[src/rtl/hcp_pkg.sv]
package hcp_pkg;
  localparam int STS_OBF = 0;
  localparam int STS_IBF = 1;
  localparam int STS_CMD = 3;

  function automatic logic [7:0] pack_status(logic obf, logic ibf, logic cmd);
    logic [7:0] s;
    s = '0;
    s[STS_OBF] = obf;
    s[STS_IBF] = ibf;
    s[STS_CMD] = cmd;
    return s;
  endfunction
endpackage

[src/rtl/hcp_sync.sv]
module hcp_sync #(
  parameter int W = 8,
  parameter int STAGES = 2,
  parameter logic [W-1:0] RST_VAL = '0
) (
  input  logic         clk_i,
  input  logic         rst_ni,
  input  logic [W-1:0] d_i,
  output logic [W-1:0] q_o
);
  logic [W-1:0] stg [STAGES];

  always_ff @(posedge clk_i or negedge rst_ni) begin
    if (!rst_ni) begin
      for (int i = 0; i < STAGES; i++) stg[i] <= RST_VAL;
    end else begin
      stg[0] <= d_i;
      for (int i = 1; i < STAGES; i++) stg[i] <= stg[i-1];
    end
  end

  assign q_o = stg[STAGES-1];
endmodule

[src/rtl/hcp_decode.sv]
module hcp_decode #(
  parameter int NCH = 4,
  parameter int DW = 8
) (
  input  logic           clk_i,
  input  logic           rst_ni,
  input  logic [NCH-1:0] cs_n_i,
  input  logic           rd_n_i,
  input  logic           wr_n_i,
  input  logic           a0_i,
  input  logic [DW-1:0]  d_i,
  output logic [NCH-1:0] wr_commit_o,
  output logic [NCH-1:0] obf_clr_o,
  output logic           wr_a0_o,
  output logic [DW-1:0]  wr_d_o
);
  logic [NCH-1:0] cs_q;
  logic rd_q, wr_q, a0_q;
  logic [DW-1:0] d_q;
  logic wr_rise, rd_rise;

  always_ff @(posedge clk_i or negedge rst_ni) begin
    if (!rst_ni) begin
      cs_q <= '1;
      rd_q <= 1'b1;
      wr_q <= 1'b1;
      a0_q <= 1'b0;
      d_q  <= '0;
    end else begin
      cs_q <= cs_n_i;
      rd_q <= rd_n_i;
      wr_q <= wr_n_i;
      a0_q <= a0_i;
      d_q  <= d_i;
    end
  end

  // strobe end counts only if the other strobe was inactive during the access
  assign wr_rise = wr_n_i & ~wr_q & rd_q;
  assign rd_rise = rd_n_i & ~rd_q & wr_q;

  for (genvar n = 0; n < NCH; n++) begin : g_ch
    assign wr_commit_o[n] = wr_rise & ~cs_q[n];
    assign obf_clr_o[n]   = rd_rise & ~cs_q[n] & ~a0_q;
  end

  assign wr_a0_o = a0_q;
  assign wr_d_o  = d_q;
endmodule

[src/rtl/hcp_channel.sv]
module hcp_channel #(
  parameter int DW = 8
) (
  input  logic          clk_i,
  input  logic          rst_ni,
  input  logic          wr_commit_i,
  input  logic          wr_a0_i,
  input  logic [DW-1:0] wr_d_i,
  input  logic          obf_clr_i,
  input  logic          odr_we_i,
  input  logic [DW-1:0] odr_d_i,
  input  logic          idr_re_i,
  output logic [DW-1:0] idr_o,
  output logic [DW-1:0] odr_o,
  output logic          ibf_o,
  output logic          obf_o,
  output logic          cmd_o,
  output logic          irq_o
);
  always_ff @(posedge clk_i or negedge rst_ni) begin
    if (!rst_ni) begin
      idr_o <= '0;
      odr_o <= '0;
      ibf_o <= 1'b0;
      obf_o <= 1'b0;
      cmd_o <= 1'b0;
      irq_o <= 1'b0;
    end else begin
      irq_o <= wr_commit_i;
      if (wr_commit_i) begin
        idr_o <= wr_d_i;
        cmd_o <= wr_a0_i;
      end
      // set has priority over clear
      if (wr_commit_i)   ibf_o <= 1'b1;
      else if (idr_re_i) ibf_o <= 1'b0;
      if (odr_we_i) begin
        odr_o <= odr_d_i;
        obf_o <= 1'b1;
      end else if (obf_clr_i) begin
        obf_o <= 1'b0;
      end
    end
  end
endmodule

[src/rtl/host_cmd_port.sv]
module host_cmd_port #(
  parameter int NCH = 4,
  parameter int DW = 8,
  parameter int SYNC_STAGES = 2
) (
  input  logic              clk_i,
  input  logic              rst_ni,
  input  logic [NCH-1:0]    host_cs_ni,
  input  logic              host_rd_ni,
  input  logic              host_wr_ni,
  input  logic              host_a0_i,
  input  logic [DW-1:0]     host_d_i,
  output logic [DW-1:0]     host_d_o,
  input  logic [NCH-1:0]    loc_odr_we_i,
  input  logic [DW-1:0]     loc_odr_d_i,
  input  logic [NCH-1:0]    loc_idr_re_i,
  output logic [NCH*DW-1:0] loc_idr_o,
  output logic [NCH-1:0]    loc_cmd_o,
  output logic [NCH-1:0]    loc_ibf_o,
  output logic [NCH-1:0]    loc_obf_o,
  output logic [NCH-1:0]    ibf_irq_o
);
  import hcp_pkg::*;

  localparam int SW = NCH + 3 + DW;
  localparam logic [SW-1:0] SYNC_IDLE = {{NCH{1'b1}}, 1'b1, 1'b1, 1'b0, {DW{1'b0}}};

  logic [SW-1:0]  bus_s;
  logic [NCH-1:0] cs_s;
  logic           rd_s, wr_s, a0_s;
  logic [DW-1:0]  d_s;
  logic [NCH-1:0] wr_commit, obf_clr;
  logic           wr_a0;
  logic [DW-1:0]  wr_d;
  logic [DW-1:0]  odr [NCH];
  logic [DW-1:0]  sts [NCH];

  hcp_sync #(.W(SW), .STAGES(SYNC_STAGES), .RST_VAL(SYNC_IDLE)) u_sync (
    .clk_i (clk_i),
    .rst_ni(rst_ni),
    .d_i   ({host_cs_ni, host_rd_ni, host_wr_ni, host_a0_i, host_d_i}),
    .q_o   (bus_s)
  );

  assign {cs_s, rd_s, wr_s, a0_s, d_s} = bus_s;

  hcp_decode #(.NCH(NCH), .DW(DW)) u_dec (
    .clk_i      (clk_i),
    .rst_ni     (rst_ni),
    .cs_n_i     (cs_s),
    .rd_n_i     (rd_s),
    .wr_n_i     (wr_s),
    .a0_i       (a0_s),
    .d_i        (d_s),
    .wr_commit_o(wr_commit),
    .obf_clr_o  (obf_clr),
    .wr_a0_o    (wr_a0),
    .wr_d_o     (wr_d)
  );

  for (genvar n = 0; n < NCH; n++) begin : g_ch
    hcp_channel #(.DW(DW)) u_ch (
      .clk_i      (clk_i),
      .rst_ni     (rst_ni),
      .wr_commit_i(wr_commit[n]),
      .wr_a0_i    (wr_a0),
      .wr_d_i     (wr_d),
      .obf_clr_i  (obf_clr[n]),
      .odr_we_i   (loc_odr_we_i[n]),
      .odr_d_i    (loc_odr_d_i),
      .idr_re_i   (loc_idr_re_i[n]),
      .idr_o      (loc_idr_o[n*DW +: DW]),
      .odr_o      (odr[n]),
      .ibf_o      (loc_ibf_o[n]),
      .obf_o      (loc_obf_o[n]),
      .cmd_o      (loc_cmd_o[n]),
      .irq_o      (ibf_irq_o[n])
    );
    if (DW >= 8) begin : g_sts_w
      assign sts[n] = DW'(pack_status(loc_obf_o[n], loc_ibf_o[n], loc_cmd_o[n]));
    end else begin : g_sts_n
      assign sts[n] = pack_status(loc_obf_o[n], loc_ibf_o[n], loc_cmd_o[n])[DW-1:0];
    end
  end

  // host read path is combinational from the raw bus
  always_comb begin
    host_d_o = '0;
    if (!host_rd_ni && host_wr_ni) begin
      for (int n = 0; n < NCH; n++)
        if (!host_cs_ni[n]) host_d_o |= host_a0_i ? sts[n] : odr[n];
    end
  end
endmodule

[config.mk]
export PLATFORM = sky130hd
export DESIGN_NAME = host_cmd_port
export DESIGN_NICKNAME = d
export VERILOG_FILES = /design/src/rtl/hcp_pkg.sv /design/src/rtl/hcp_sync.sv /design/src/rtl/hcp_decode.sv /design/src/rtl/hcp_channel.sv /design/src/rtl/host_cmd_port.sv
export SDC_FILE = /design/constraint.sdc
export NUM_CORES = 1
export LEC_CHECK = 0
export BUFFER_PORTS_ARGS = -buffer_cell sky130_fd_sc_hd__buf_2
export CAP_MARGIN = 10
export CELL_PAD_IN_SITES_DETAIL_PLACEMENT = 1
export CELL_PAD_IN_SITES_GLOBAL_PLACEMENT = 2
export CORE_MARGIN = 2
export CORE_UTILIZATION = 40
export DETAILED_ROUTE_END_ITERATION = 10
export GPL_ROUTABILITY_DRIVEN = 0
export GPL_TIMING_DRIVEN = 0
export PLACE_DENSITY_LB_ADDON = 0.1
export SYNTH_ARGS = -nofsm -noshare
export SYNTH_HDL_FRONTEND = slang
export SYNTH_HIERARCHICAL = 1
export SYNTH_SLANG_ARGS = --single-unit
[constraint.sdc]
create_clock -name clk_i -period 2.16 [get_ports clk_i]
set_input_delay 0.108 -clock clk_i [delete_from_list [all_inputs] [get_ports clk_i]]
set_output_delay 0.108 -clock clk_i [all_outputs]
set_load 0.01 [all_outputs]
=== After elaboration in Yosys (flattened, before gate mapping) ===
Index checks and enable logic that the tools add are counted.

* Shifts and indexed selects: 0
* Add/sub/neg operators: 0
* Reduce and logical (&&, ||, !) cells: 10
* Multipliers: 0
* Bitwise gates (word level): 26
* Divide/modulo/power cells: 0
* Muxes and demuxes: 28
* Equal/unequal tests: 0
* Order comparisons: 0

{| class="wikitable"
|+ Operators with widths
! kind !! number
|-
| $mux 8 || 12
|-
| $or 8x8->8 || 3
|-
| $and 1x1->1 || 16
|-
| $mux 1 || 16
|-
| $reduce_bool 2->1 || 8
|-
| $not 1->1 || 7
|-
| $logic_and 1x1->1 || 1
|-
| $logic_not 1->1 || 1
|}

* RAM bits: 0
* Register bits: 125
* Bits in latches: 0
* Output and inout bits: 56
* Memories: 0
* Input bits: 33
* Bits in read-only memories: 0

=== Longest topological paths before layout ===
Gate-level depths: netlist (run 1).

* Depth in word-level cells: 12
* Mapped depth: 5
* Gate-level depth less buffers: 4

=== Cells and area by module ===
Netlist (run 1), hierarchy kept.

{| class="wikitable"
|+ By module, submodules not included
! module !! sequential area each (um^2) !! instances !! area each (um^2) !! cells each
|-
| hcp_channel || 500.5 || 4 || 802.0 || 43
|-
| hcp_sync || 765.7 || 1 || 878.3 || 45
|-
| hcp_decode || 382.9 || 1 || 454.2 || 25
|-
| host_cmd_port || 0.0 || 1 || 376.6 || 47
|}

=== Worst setup path after synthesis (run 1) ===
No wires, ideal clock.

* Path type: reg-to-reg
* From: reg u_sync.stg, in the netlist u_sync/q_o[9]
* To: reg g_ch[0].u_ch.cmd_o
* Clock period less this slack: 1.593 ns
* Data required time: 2.035 ns
* Slack: 0.567 ns
* Buffers on the path: 2
* Stages on the path, launching flop included: 5
* Arrival time: 1.468 ns
* Path through: dfstp_2 buf_4 nor4bb_1 buf_6 mux2_4

* Cells in the longest elaborated chain, start to end: 3

{| class="wikitable"
|+ Ends and longest elaborated chain
! element !! RTL line !! text
|-
| from (decl) || hcp_sync.sv:11 || <nowiki>logic [W-1:0] stg [STAGES];</nowiki>
|-
| $and 1x1->1 (2 in a row) || hcp_decode.sv:39 || <nowiki>assign wr_rise = wr_n_i & ~wr_q & rd_q;</nowiki>
|-
| $and 1x1->1 || hcp_decode.sv:43 || <nowiki>assign wr_commit_o[n] = wr_rise & ~cs_q[n];</nowiki>
|-
| via wr_commit[0] || host_cmd_port.sv:32 || <nowiki>logic [NCH-1:0] wr_commit, obf_clr;</nowiki>
|-
| to (signal assigned) || hcp_channel.sv:32 || <nowiki>cmd_o <= wr_a0_i;</nowiki>
|-
| to (decl) || hcp_channel.sv:17 || <nowiki>output logic cmd_o,</nowiki>
|}

The timed path passes the listed nets, and every way through them passes these cells.
A chain may end at the register's enable or synchronous reset.

=== Worst setup path in the final report (run 1) ===
* From: in host_a0_i
* To: out host_d_o[1]

* Cells in the longest elaborated chain, start to end: 12
* Elaborated cells between the ends (all ways): 15
* Those cells by class: mux: 12; bitwise: 3

{| class="wikitable"
|+ Ends and longest elaborated chain
! element !! RTL line !! text
|-
| from (decl) || host_cmd_port.sv:11 || <nowiki>input logic host_a0_i,</nowiki>
|-
| $mux 8 (2 in a row) || host_cmd_port.sv:91 || <nowiki>if (!host_cs_ni[n]) host_d_o |= host_a0_i ? sts[n] : odr[n];</nowiki>
|-
| $mux 8 || host_cmd_port.sv:89 || <nowiki>if (!host_rd_ni && host_wr_ni) begin</nowiki>
|-
| $or 8x8->8 || host_cmd_port.sv:91 ||
|-
| $mux 8 || host_cmd_port.sv:91 ||
|-
| $mux 8 || host_cmd_port.sv:89 ||
|-
| $or 8x8->8 || host_cmd_port.sv:91 ||
|-
| $mux 8 || host_cmd_port.sv:91 ||
|-
| $mux 8 || host_cmd_port.sv:89 ||
|-
| $or 8x8->8 || host_cmd_port.sv:91 ||
|-
| $mux 8 * || host_cmd_port.sv:91 ||
|-
| $mux 8 * || host_cmd_port.sv:89 ||
|-
| to (decl) || host_cmd_port.sv:13 || <nowiki>output logic [DW-1:0] host_d_o,</nowiki>
|}

Every way passes the cells marked *; elsewhere a longest branch is shown, timed or not. The select of a mux whose other input is x is not followed.

==> results.rst, run 1 <==
.. list-table::
   :header-rows: 1

   * - Metric
     - Value
   * - Run status
     - complete, no violations
   * - Die width
     - 115 µm
   * - Unrepaired setup endpoints after global routing
     - false
   * - Clock sink count
     - 125
   * - Maximum level of the CTS H-tree
     - 4
   * - Critical path endpoint category
     - primary output
   * - Area occupied by multi-input gates
     - 0.00150 mm²
   * - Max FO, Critical Path
     - 10
   * - Number of warning messages in the yosys log
     - 6
   * - Initial DRC count
     - 140
   * - Root Driver
     - clkbuf_16
   * - Insertion delay to the later sink of the worst-skew pair
     - 0.41 ns
   * - Kind of critical path
     - primary input to primary output
   * - Global-route total usage across every layer
     - 17.1%
   * - Switch share
     - 23.9%
   * - Transition time at the pin with the least slew margin
     - 0.542 ns
   * - Leakage power summed over all cells
     - 3.12 nW
   * - Share of total power in the clock network
     - 42.4%
   * - Reg power frac
     - 43.6%
   * - Power per cell area
     - 988 mW/mm²
   * - Final number of setup-violating endpoints
     - 0
   * - Count of standard-cell rows
     - 40
   * - Number of buffer and inverter stages on the critical path
     - 5
   * - Sequential element share of the synthesized area
     - 64.1%
   * - Crit path launch type
     - primary input
   * - Ratio of cells with drive above 1 in the final layout
     - 53.0%
   * - Hold Crit Class
     - primary input to asynchronous set/reset pin
   * - Via count of the first global-routing pass
     - 3,078
   * - Clock Tree Buf Depth
     - 2
   * - Pin count of the biggest net entering global routing
     - 89
   * - Routed length per instance
     - 17.8 µm
   * - Register area
     - 0.00315 mm²
   * - Critical Path Max Stage Delay
     - 0.55 ns
   * - Gate Count Post-Synth
     - 289
   * - Number of placed I/O pins
     - 89
   * - Number of hold violations in the final report
     - 0
   * - Detailed-routing iteration count for the pre-antenna-repair pass
     - 4
   * - Antenna violations before repair
     - 0
   * - Leading cell types in the layout, fill and taps excluded
     - dfrtp_1 (107), buf_2 (83), mux2_4 (68)
   * - Core outline area
     - 0.0120 mm²
   * - Post-synth net total
     - 322
   * - Worst-case register-to-register setup slack
     - 0.31 ns
   * - Number of nets in the layout
     - 458
   * - Routed Antenna Nets
     - 0
   * - #FFs+latches synth
     - 125
   * - Vias post-DR
     - 2,827
   * - Worst path cell trace
     - dlygate4sd3_1, buf_2, buf_6, buf_12, mux2i_1, o22a_1, a21oi_1, buf_2
   * - Number of design rule violations left after detail routing
     - 0
   * - Net switching power figure
     - 1.52 mW
   * - Combinational power share
     - 14.0%
   * - Final critical path time including I/O delays and setup
     - 1.93 ns
   * - Via-to-Cell Ratio
     - 4.83
   * - Number of pins exceeding their max-slew limit in the final report
     - 0
   * - Required time of the worst setup path
     - 2.05 ns
   * - Worst-case clock skew
     - 0.0114 ns
   * - Top cell by count, worst path
     - buf_2
   * - Upper clock frequency limit
     - 518 MHz
   * - Netlist Area Pre-Place
     - 0.00492 mm²
   * - Power, Total
     - 6.36 mW
   * - Total of max-cap violations
     - 0
   * - Die height
     - 115 µm
   * - Worst VDD drop
     - 0.483 mV
   * - Detailed Place HPWL
     - 6620 µm
   * - Design internal power
     - 4.84 mW
   * - Setup TNS after final layout
     - 0 ns
   * - Area of the die
     - 0.0132 mm²
   * - First-pass GRT wire length
     - 16,900 µm
   * - Count of cell types in the netlist
     - 21
   * - Fraction of the cycle the final worst path needs
     - 89.5%
   * - Synthesized area per cell
     - 17.0 µm²
   * - Crit path DAT
     - 1.82 ns
   * - Area delta synth->final
     - 30.9%
   * - Effective utilization at floorplan
     - 40.9%
   * - Global route total overflow
     - 0
   * - Final Routed Wirelength
     - 10,400 µm
   * - Number of buffers added by the clock tree synthesis step
     - 17
   * - Largest delay share family, worst path
     - buffers and inverters
   * - CTS tree
     - yes
   * - Antenna fix cells
     - 0
   * - CP max stage cell
     - dlygate4sd3_1
   * - Number of filler instances in the final layout
     - 1,194
   * - Number of buffers added on ports
     - 84
   * - Clock-pin slew of the registers on the worst-case setup and hold paths
     - 0.06 ns
   * - Commonest non-fill, non-tap cell in the layout
     - dfrtp_1
   * - Number of cells upsized or downsized after cts
     - 0
   * - Max transition margin
     - 63.3%
## Yosys cell counts
master	count	area, µm²
buf_12	1	20.0
mux2i_1	12	120
a31oi_1	5	31.3
o22a_1	6	52.6
dfstp_2	18	473
nand2b_1	11	68.8
nand4bb_4	1	27.5
nand3b_1	1	7.51
inv_1	10	37.5
a21o_2	4	35.0
nor4bb_1	1	10.0
a22oi_1	5	37.5
dfrtp_1	107	2680
or2_4	1	8.76
buf_6	9	101
a21o_1	4	30.0
buf_4	15	113
a21oi_2	1	8.76
a21oi_1	2	10.0
mux2_4	68	1020
nor2_1	7	26.3
## stage by stage
step           cells  util [%]  instance area (µm²)  setup slack [ns]  hold WS, ns
6_report         585      53.6                 6430             0.228        0.180
3_3_place_gp     520      46.0                 5520            -0.662        0.215
3_5_place_dp     521      46.3                 5560             0.405       0.0439
5_1_grt          585      53.6                 6430             0.195        0.211
4_1_cts          585      53.6                 6430             0.250        0.184
2_1_floorplan    289         -                 4920             0.567       -0.188
## metal layers
layer	GRT usage [%]	part of all wire (%)	vias to the layer above
li1	-	-	1260
met1	23.9	47	1486
met2	25.9	48	68
met3	4.43	3.6	13
met4	6.59	1.4	0
met5	0	0	-
## state kept, by name, summed over array words and instances (netlist names)
register / cells
g_ch.u_ch/idr_o: 32
g_ch.u_ch/cmd_o: 4
u_dec/wr_q: 1
u_dec/rd_q: 1
g_ch.u_ch/irq_o: 4
u_sync/stg: 15
u_dec/wr_d_o: 8
g_ch.u_ch/odr_o: 32
u_dec/wr_a0_o: 1
g_ch.u_ch/ibf_o: 4
g_ch.u_ch/obf_o: 4
u_sync/q_o: 15
u_dec/cs_q: 4
## cell type report
type	count	area share, %
Sequential cell	125	49.0
Multi-Input combinational cell	129	23.2
Buffer	25	3.64
Timing Repair Buffer	117	12.0
Tap cell	147	2.86
Inverter	10	0.583
Clock inverter	12	1.91
Clock buffer	20	6.79
## logic make-up after synthesis
family / share of synthesized area [%]
AND/OR/NAND/NOR: 3.03
buffers and inverters: 5.52
multiplexers: 23.2
AO/OA/AOI/OAI: 4.17
flip-flops: 64.1
## repair_timing
item                                    in CTS  in global routing
buffers inserted                             0                  0
endpoints found under the hold margin       92                  0
hold buffers                                32                  0
endpoints found under the setup margin       0                  0
## worst paths after layout
| path | from | end | depth (start not counted) |
|---|---|---|---|
| setup / recovery | host_a0_i | host_d_o[1] | 8 |
| hold / removal | rst_ni | g_ch[0].u_ch/odr_o[0] | 2 |
| setup reg to reg | u_sync/q_o[9] | g_ch[0].u_ch/idr_o[4] | 4 |
| hold reg to reg | u_sync/stg[15] | u_sync/q_o[0] | 0 |
| max in group asynchronous | rst_ni | g_ch[1].u_ch/odr_o[1] | 3 |
| min in group clk_i | host_d_i[4] | u_sync/stg[19] | 2 |
## power by group through the flow
| stage | clock (mW) | sequential [mW] | combinational (mW) |
|---|---|---|---|
| floorplan | 0 | 2.85 | 0.453 |
| global placement | 0 | 2.80 | 0.839 |
| detailed placement | 0 | 2.81 | 0.858 |
| CTS | 2.77 | 2.78 | 0.909 |
| global route | 2.87 | 2.81 | 0.974 |
| finish | 2.69 | 2.77 | 0.893 |
Power figures use the tool's default switching activity.
==> run 2, diff against run 1 <==
==> constraint.sdc (replaced) <==
create_clock -name clk_i -period 2.16 [get_ports clk_i]
set_input_delay 0.216 -clock clk_i [delete_from_list [all_inputs] [get_ports clk_i]]
set_output_delay 0.216 -clock clk_i [all_outputs]
set_load 0.01 [all_outputs]
==> results.rst, run 2 (same netlist as run 1, synthesis figures left out) <==
.. list-table::
   :header-rows: 1

   * - Metric
     - Value
   * - Detailed-routing iteration count for the pre-antenna-repair pass
     - 4
   * - Top cell by count, worst path
     - buf_2
   * - Number of pins exceeding their max-slew limit in the final report
     - 0
   * - Initial DRC count
     - 116
   * - Largest delay share family, worst path
     - buffers and inverters
   * - Total of max-cap violations
     - 0
   * - CTS tree
     - yes
   * - Fraction of the cycle the final worst path needs
     - 96.1%
   * - Detailed Place HPWL
     - 6620 µm
   * - Power per cell area
     - 1010 mW/mm²
   * - Clock Tree Buf Depth
     - 2
   * - Final critical path time including I/O delays and setup
     - 2.08 ns
   * - Leading cell types in the layout, fill and taps excluded
     - dfrtp_1 (107), buf_2 (83), mux2_4 (68)
   * - Routed length per instance
     - 18.1 µm
   * - Root Driver
     - clkbuf_16
   * - Wire length on met1
     - 4860 µm
   * - Required time of the worst setup path
     - 1.94 ns
   * - Worst path cell trace
     - dlygate4sd3_1, buf_2, buf_6, buf_12, mux2i_1, o22a_1, a21oi_1, buf_2
   * - Final-layout worst hold slack
     - 0.0826 ns
   * - Kind of critical path
     - primary input to primary output
   * - Critical Path Sink
     - host_d_o[3]
   * - Clock sink count
     - 125
   * - Insertion delay to the later sink of the worst-skew pair
     - 0.41 ns
   * - Critical Path Start
     - host_a0_i
   * - CP max stage cell
     - dlygate4sd3_1
   * - Antenna violations before repair
     - 0
   * - Capturing point of the worst reg2reg path
     - g_ch[0].u_ch/idr_o[4]
   * - Number of hold violations in the final report
     - 0
   * - Number of nets in the layout
     - 442
   * - Clock-pin slew of the registers on the worst-case setup and hold paths
     - 0.05 ns
   * - Vias post-DR
     - 2,751
   * - Worst VDD drop
     - 0.473 mV
   * - Antenna fix cells
     - 0
   * - Count of standard-cell rows
     - 40
   * - Max transition margin
     - 63.3%
   * - Global route total overflow
     - 0
   * - Placed Area
     - 0.00556 mm²
   * - Leakage power summed over all cells
     - 3.05 nW
   * - Final Routed Wirelength
     - 10,300 µm
   * - Worst-case clock skew
     - 0.0114 ns
   * - Area delta synth->final
     - 27.7%
   * - Top Registers
     - g_ch.u_ch/idr_o: 32 flops, g_ch.u_ch/odr_o: 32 flops
   * - Transition time at the pin with the least slew margin
     - 0.543 ns
   * - First-pass GRT wire length
     - 16,500 µm
   * - Number of buffers added by the clock tree synthesis step
     - 17
   * - Number of design rule violations left after detail routing
     - 0
   * - Core outline area
     - 0.0120 mm²
   * - Routed Antenna Nets
     - 0
   * - Worst-case register-to-register setup slack
     - 0.31 ns
   * - Crit path launch type
     - primary input
   * - Ratio of cells with drive above 1 in the final layout
     - 55.2%
   * - Global-route total usage across every layer
     - 16.9%
   * - Run status
     - complete, no violations
   * - Effective utilization at floorplan
     - 40.9%
   * - Via count of the first global-routing pass
     - 3,000
   * - Upper clock frequency limit
     - 482 MHz
   * - Crit path DAT
     - 1.86 ns
   * - Register-to-Register Path Depth
     - 4
   * - Startpoint of the worst-slack reg-to-reg timing path
     - u_sync/q_o[9]
   * - Highest metal layer with signal wires
     - met4
   * - Area of the die
     - 0.0132 mm²
   * - Number of buffer and inverter stages on the critical path
     - 5
   * - Met3 Wirelength
     - 431 µm
   * - Via-to-Cell Ratio
     - 4.83
   * - Die width
     - 115 µm
   * - Commonest non-fill, non-tap cell in the layout
     - dfrtp_1
   * - Die height
     - 115 µm
   * - Pin count of the biggest net entering global routing
     - 89
   * - Critical path endpoint category
     - primary output
   * - Metal2 WL
     - 4880 µm
   * - Cell area after layout
     - 0.00628 mm²
   * - Critical Path Max Stage Delay
     - 0.55 ns
   * - Unrepaired setup endpoints after global routing
     - false
   * - Max FO, Critical Path
     - 10
   * - Worst path depth
     - 8
   * - Number of buffers added on ports
     - 84
   * - Maximum level of the CTS H-tree
     - 4
   * - Hold Crit Class
     - primary input to register
   * - Final number of setup-violating endpoints
     - 0
   * - Number of placed I/O pins
     - 89
[run 2: changes by cell type in the layout (fill, tap and decap cells not counted), sizes merged]
cell / previous run / this run
dlygate4sd3: 32 / 16
[run 2: worst min path at each step]
stage / depth (start not counted) / from / slack (ns) / to
after CTS: 3 / loc_idr_re_i[3] / 0.06 / g_ch[3].u_ch/ibf_o
after global routing: 3 / loc_idr_re_i[3] / 0.09 / g_ch[3].u_ch/ibf_o
final: 3 / loc_idr_re_i[3] / 0.08 / g_ch[3].u_ch/ibf_o
after floorplan: 0 / rst_ni / -0.08 / g_ch[0].u_ch/cmd_o
after global placement: 1 / host_d_i[0] / 0.32 / u_sync/stg[15]
after detailed placement: 1 / rst_ni / 0.15 / g_ch[0].u_ch/odr_o[0]
[run 2: tightest hold or removal path: stages]
cell,delay (ns)
buf_2,0.09
inv_1,0.04
a21o_2,0.10
[run 2: layout make-up]
cell class | count | area [µm²]
Sequential cell | 125 | 3150
Fill cell | 1198 | 5730
Inverter | 10 | 37.5
Clock buffer | 20 | 437
Multi-Input combinational cell | 129 | 1500
Clock inverter | 12 | 123
Buffer | 25 | 234
Timing Repair Buffer | 101 | 614
Tap cell | 147 | 184
[run 2: report_power, final]
| part | total (mW) | leakage [nW] | switching (mW) | internal (mW) |
|---|---|---|---|---|
| Combinational | 0.869 | 1.32 | 0.354 | 0.515 |
| Clock | 2.69 | 0.273 | 1.00 | 1.69 |
| Sequential | 2.77 | 1.45 | 0.154 | 2.62 |
| Total | 6.33 | 3.05 | 1.51 | 4.82 |
[run 2: stage by stage]
step | total power [mW] | setup WS, ns | utilization [%] | setup TNS [ns] | instances
floorplan | 3.31 | 0.567 | - | 0 | 289
global placement | 3.64 | -0.770 | 46.0 | -82.13 | 520
detailed placement | 3.67 | 0.405 | 46.3 | 0 | 521
CTS | 6.43 | 0.0367 | 52.2 | 0 | 569
global route | 6.63 | 0.0207 | 52.3 | 0 | 569
finish | 6.33 | 0.0833 | 52.3 | 0 | 569
[run 2: layer usage]
metal  GRT usage (%)  up-vias
li1                -     1227
met1            23.4     1444
met2            25.1       68
met3            4.74       12
met4            6.75        0
met5               0        -
[run 2: what timing repair did]
action                                 CTS  global route
setup buffers                            0             0
gates resized for setup                  0             1
endpoints found under the hold margin   52             0
setup endpoints to repair                0             1
hold buffers                            16             0
==> run 3, diff against run 2 <==
--- a/config.mk
+++ b/config.mk
@@ -5,12 +5,12 @@
 export SDC_FILE = /design/constraint.sdc
 export NUM_CORES = 1
 export LEC_CHECK = 0
+export ABC_AREA = 1
 export BUFFER_PORTS_ARGS = -buffer_cell sky130_fd_sc_hd__buf_2
 export CAP_MARGIN = 10
 export CELL_PAD_IN_SITES_DETAIL_PLACEMENT = 1
 export CELL_PAD_IN_SITES_GLOBAL_PLACEMENT = 2
-export CORE_MARGIN = 2
-export CORE_UTILIZATION = 40
+export CORE_UTILIZATION = 33
 export DETAILED_ROUTE_END_ITERATION = 10
 export GPL_ROUTABILITY_DRIVEN = 0
 export GPL_TIMING_DRIVEN = 0
==> results.rst, run 3 <==
.. list-table::
   :header-rows: 1

   * - Metric
     - Value
   * - Run status
     - complete, no violations
   * - CTS tree
     - yes
   * - Maximum level of the CTS H-tree
     - 4
   * - Main synth FF type
     - dfrtp_1
   * - Capturing point of the worst reg2reg path
     - g_ch[2].u_ch/idr_o[4]
   * - Required time of the worst setup path
     - 1.94 ns
   * - Share of total power in the clock network
     - 46.0%
   * - Number of design rule violations left after detail routing
     - 0
   * - Top cell by count, worst path
     - buf_2
   * - Sequential element share of the synthesized area
     - 65.5%
   * - Area occupied by multi-input gates
     - 0.00122 mm²
   * - Netlist Area Pre-Place
     - 0.00481 mm²
   * - Via count of the first global-routing pass
     - 3,691
   * - Area delta synth->final
     - 30.1%
   * - Worst VDD drop
     - 0.501 mV
   * - Critical path endpoint category
     - primary output
   * - Yosys top cell by area
     - dfrtp_1
   * - Startpoint of the worst-slack reg-to-reg timing path
     - u_sync/q_o[9]
   * - Die height
     - 123 µm
   * - Number of filler instances in the final layout
     - 1,667
   * - Total of max-cap violations
     - 0
   * - Number of synthesized flops with an enable pin
     - 0
   * - Most frequent cells after synthesis
     - nand2_1 (280), dfrtp_1 (107), inv_1 (50)
   * - Net switching power figure
     - 1.59 mW
   * - Crit path DAT
     - 1.69 ns
   * - Clock sink count
     - 125
   * - Most frequent cell after synthesis
     - nand2_1
   * - CP max stage cell
     - dlygate4sd3_1
   * - Min setup slack post-route
     - 0.258 ns
   * - Number of placed I/O pins
     - 89
   * - Reg power frac
     - 43.2%
   * - Power per cell area
     - 1010 mW/mm²
   * - Insertion delay to the later sink of the worst-skew pair
     - 0.42 ns
   * - Worst slack at placement
     - 0.621 ns
   * - Root Driver
     - clkbuf_16
   * - Cell area after layout
     - 0.00626 mm²
   * - Register-to-Register Path Depth
     - 7
   * - Routed length per instance
     - 13.8 µm
   * - Number of warning messages in the yosys log
     - 6
   * - Final core utilization
     - 44.6%
   * - Number of buffers added on ports
     - 84
   * - Leading cell types in the layout, fill and taps excluded
     - nand2_1 (280), dfrtp_1 (107), buf_2 (83)
   * - Max transition margin
     - 71.1%
   * - Number of buffers added by the clock tree synthesis step
     - 17
   * - Crit path launch type
     - primary input
   * - Number of pins exceeding their max-slew limit in the final report
     - 0
   * - Commonest non-fill, non-tap cell in the layout
     - nand2_1
   * - Antenna fix cells
     - 0
   * - Clock Tree Buf Depth
     - 2
   * - Transition time at the pin with the least slew margin
     - 0.433 ns
   * - Fraction of the cycle the final worst path needs
     - 88.0%
   * - Area of the die
     - 0.0151 mm²
   * - Critical Path Max Stage Delay
     - 0.55 ns
   * - #FFs+latches synth
     - 125
   * - Routed Antenna Nets
     - 0
   * - Max FO, Critical Path
     - 10
   * - Ratio of cells with drive above 1 in the final layout
     - 26.0%
   * - Count of hold buffers inserted by post-cts repair
     - 16
   * - Worst-case clock skew
     - 0.0143 ns
   * - Final critical path time including I/O delays and setup
     - 1.90 ns
   * - Global-route total usage across every layer
     - 17.0%
   * - Top Registers
     - g_ch.u_ch/idr_o: 32 flops, g_ch.u_ch/odr_o: 32 flops
   * - Kind of critical path
     - primary input to primary output
   * - Antenna violations before repair
     - 0
   * - Proportion of netlist area held by the largest area contributor
     - 55.6%
   * - Worst-case register-to-register setup slack
     - 0.62 ns
   * - Largest cells by area after synthesis
     - dfrtp_1 (56%), nand2_1 (22%), dfstp_2 (9.8%)
   * - Unrepaired setup endpoints after global routing
     - false
   * - Hold Crit Start
     - loc_idr_re_i[0]
   * - Final number of setup-violating endpoints
     - 0
   * - Leakage power summed over all cells
     - 3.47 nW
   * - Number of cells upsized or downsized after cts
     - 0
   * - Clock-pin slew of the registers on the worst-case setup and hold paths
     - 0.06 ns
   * - Design internal power
     - 4.71 mW
   * - Pin count of the biggest net entering global routing
     - 82
   * - Count of standard-cell rows
     - 43
   * - Detailed-routing iteration count for the pre-antenna-repair pass
     - 7
   * - Initial DRC count
     - 202
   * - Hold Path Stages
     - 4
   * - Detailed Place HPWL
     - 8210 µm
   * - Core outline area
     - 0.0140 mm²
   * - First-pass GRT wire length
     - 18,700 µm
   * - Die width
     - 123 µm
   * - Final-layout worst hold slack
     - 0.0276 ns
   * - Placed Area
     - 0.00549 mm²
   * - Number of hold violations in the final report
     - 0
   * - Vias post-DR
     - 3,532
   * - Number of nets in the layout
     - 676
   * - Share of synthesized registers carrying an async set or reset
     - 100%
   * - Final Routed Wirelength
     - 11,500 µm
   * - Switch share
     - 25.2%
   * - Post-synth net total
     - 556
   * - Hold Crit Class
     - primary input to register
   * - Synthesized area per cell
     - 9.20 µm²
   * - Count of cell types in the netlist
     - 11
   * - Combinational power share
     - 10.8%
   * - Gate Count Post-Synth
     - 523
   * - Post-CTS setup-driven buffer insertion count
     - 0
   * - Worst path cell trace
     - dlygate4sd3_1, buf_2, inv_2, buf_6, nand2_1, a31oi_1, buf_2
   * - Setup TNS after final layout
     - 0 ns
   * - Upper clock frequency limit
     - 526 MHz
   * - Effective utilization at floorplan
     - 34.3%
   * - Global route total overflow
     - 0
   * - Via-to-Cell Ratio
     - 4.23
   * - Register area
     - 0.00315 mm²
   * - Worst Hold Endpoint
     - g_ch[0].u_ch/ibf_o
-- run 3: cells by family (layout without fill, tap and decap cells) --
logic type	count (synthesis)	after routing	share of synthesized area (%)
buf+inv	84	216	9.20
simple gates	309	309	24.7
compound gates	5	5	0.650
flops	125	125	65.5
-- run 3: critical path: cells and delay by family --
family	cells	cell delay (ns)
compound gates	1	0.22
buf+inv	5	1.09
simple gates	1	0.15
-- run 3: cell type report --
cell class	instances	share of cell area [%]
Clock buffer	18	7.02
Timing Repair Buffer	101	9.82
Multi-Input combinational cell	314	19.5
Buffer	25	3.54
Tap cell	180	3.60
Sequential cell	125	50.3
Clock inverter	13	2.68
Inverter	59	3.54
-- run 3: worst max path at each step --
| stage | end | startpoint | cells past startpoint | slack (ns) |
|---|---|---|---|---|
| final | host_d_o[2] | host_a0_i | 7 | 0.26 |
| after global routing | host_d_o[1] | host_a0_i | 9 | 0.16 |
| after CTS | host_d_o[2] | host_a0_i | 7 | 0.25 |
| after detailed placement | g_ch[2].u_ch/idr_o[4] | u_sync/q_o[9] | 7 | 0.62 |
| after global placement | g_ch[1].u_ch/odr_o[2] | rst_ni | 1 | -0.77 |
| after floorplan | g_ch[0].u_ch/cmd_o | u_sync/q_o[9] | 7 | 0.92 |
-- run 3: per-layer routing --
metal,global-route usage [%],wire [µm]
met5,0,0
met4,7.77,152
met2,26.7,5480
met3,4.51,459
met1,21.9,5410
-- run 3: power by group through the flow --
stage	Clock (mW)	Sequential [mW]	Combinational [mW]
final	2.89	2.72	0.681
after global routing	3.07	2.75	0.785
after CTS	2.97	2.73	0.703
after global placement	0	2.75	0.656
after floorplan	0	2.80	0.289
after detailed placement	0	2.76	0.677
-- run 3: metrics by stage --
step,power [mW],cells
after floorplan,3.09,523
after global placement,3.41,787
after detailed placement,3.44,788
after CTS,6.40,835
after global routing,6.60,835
final,6.30,835
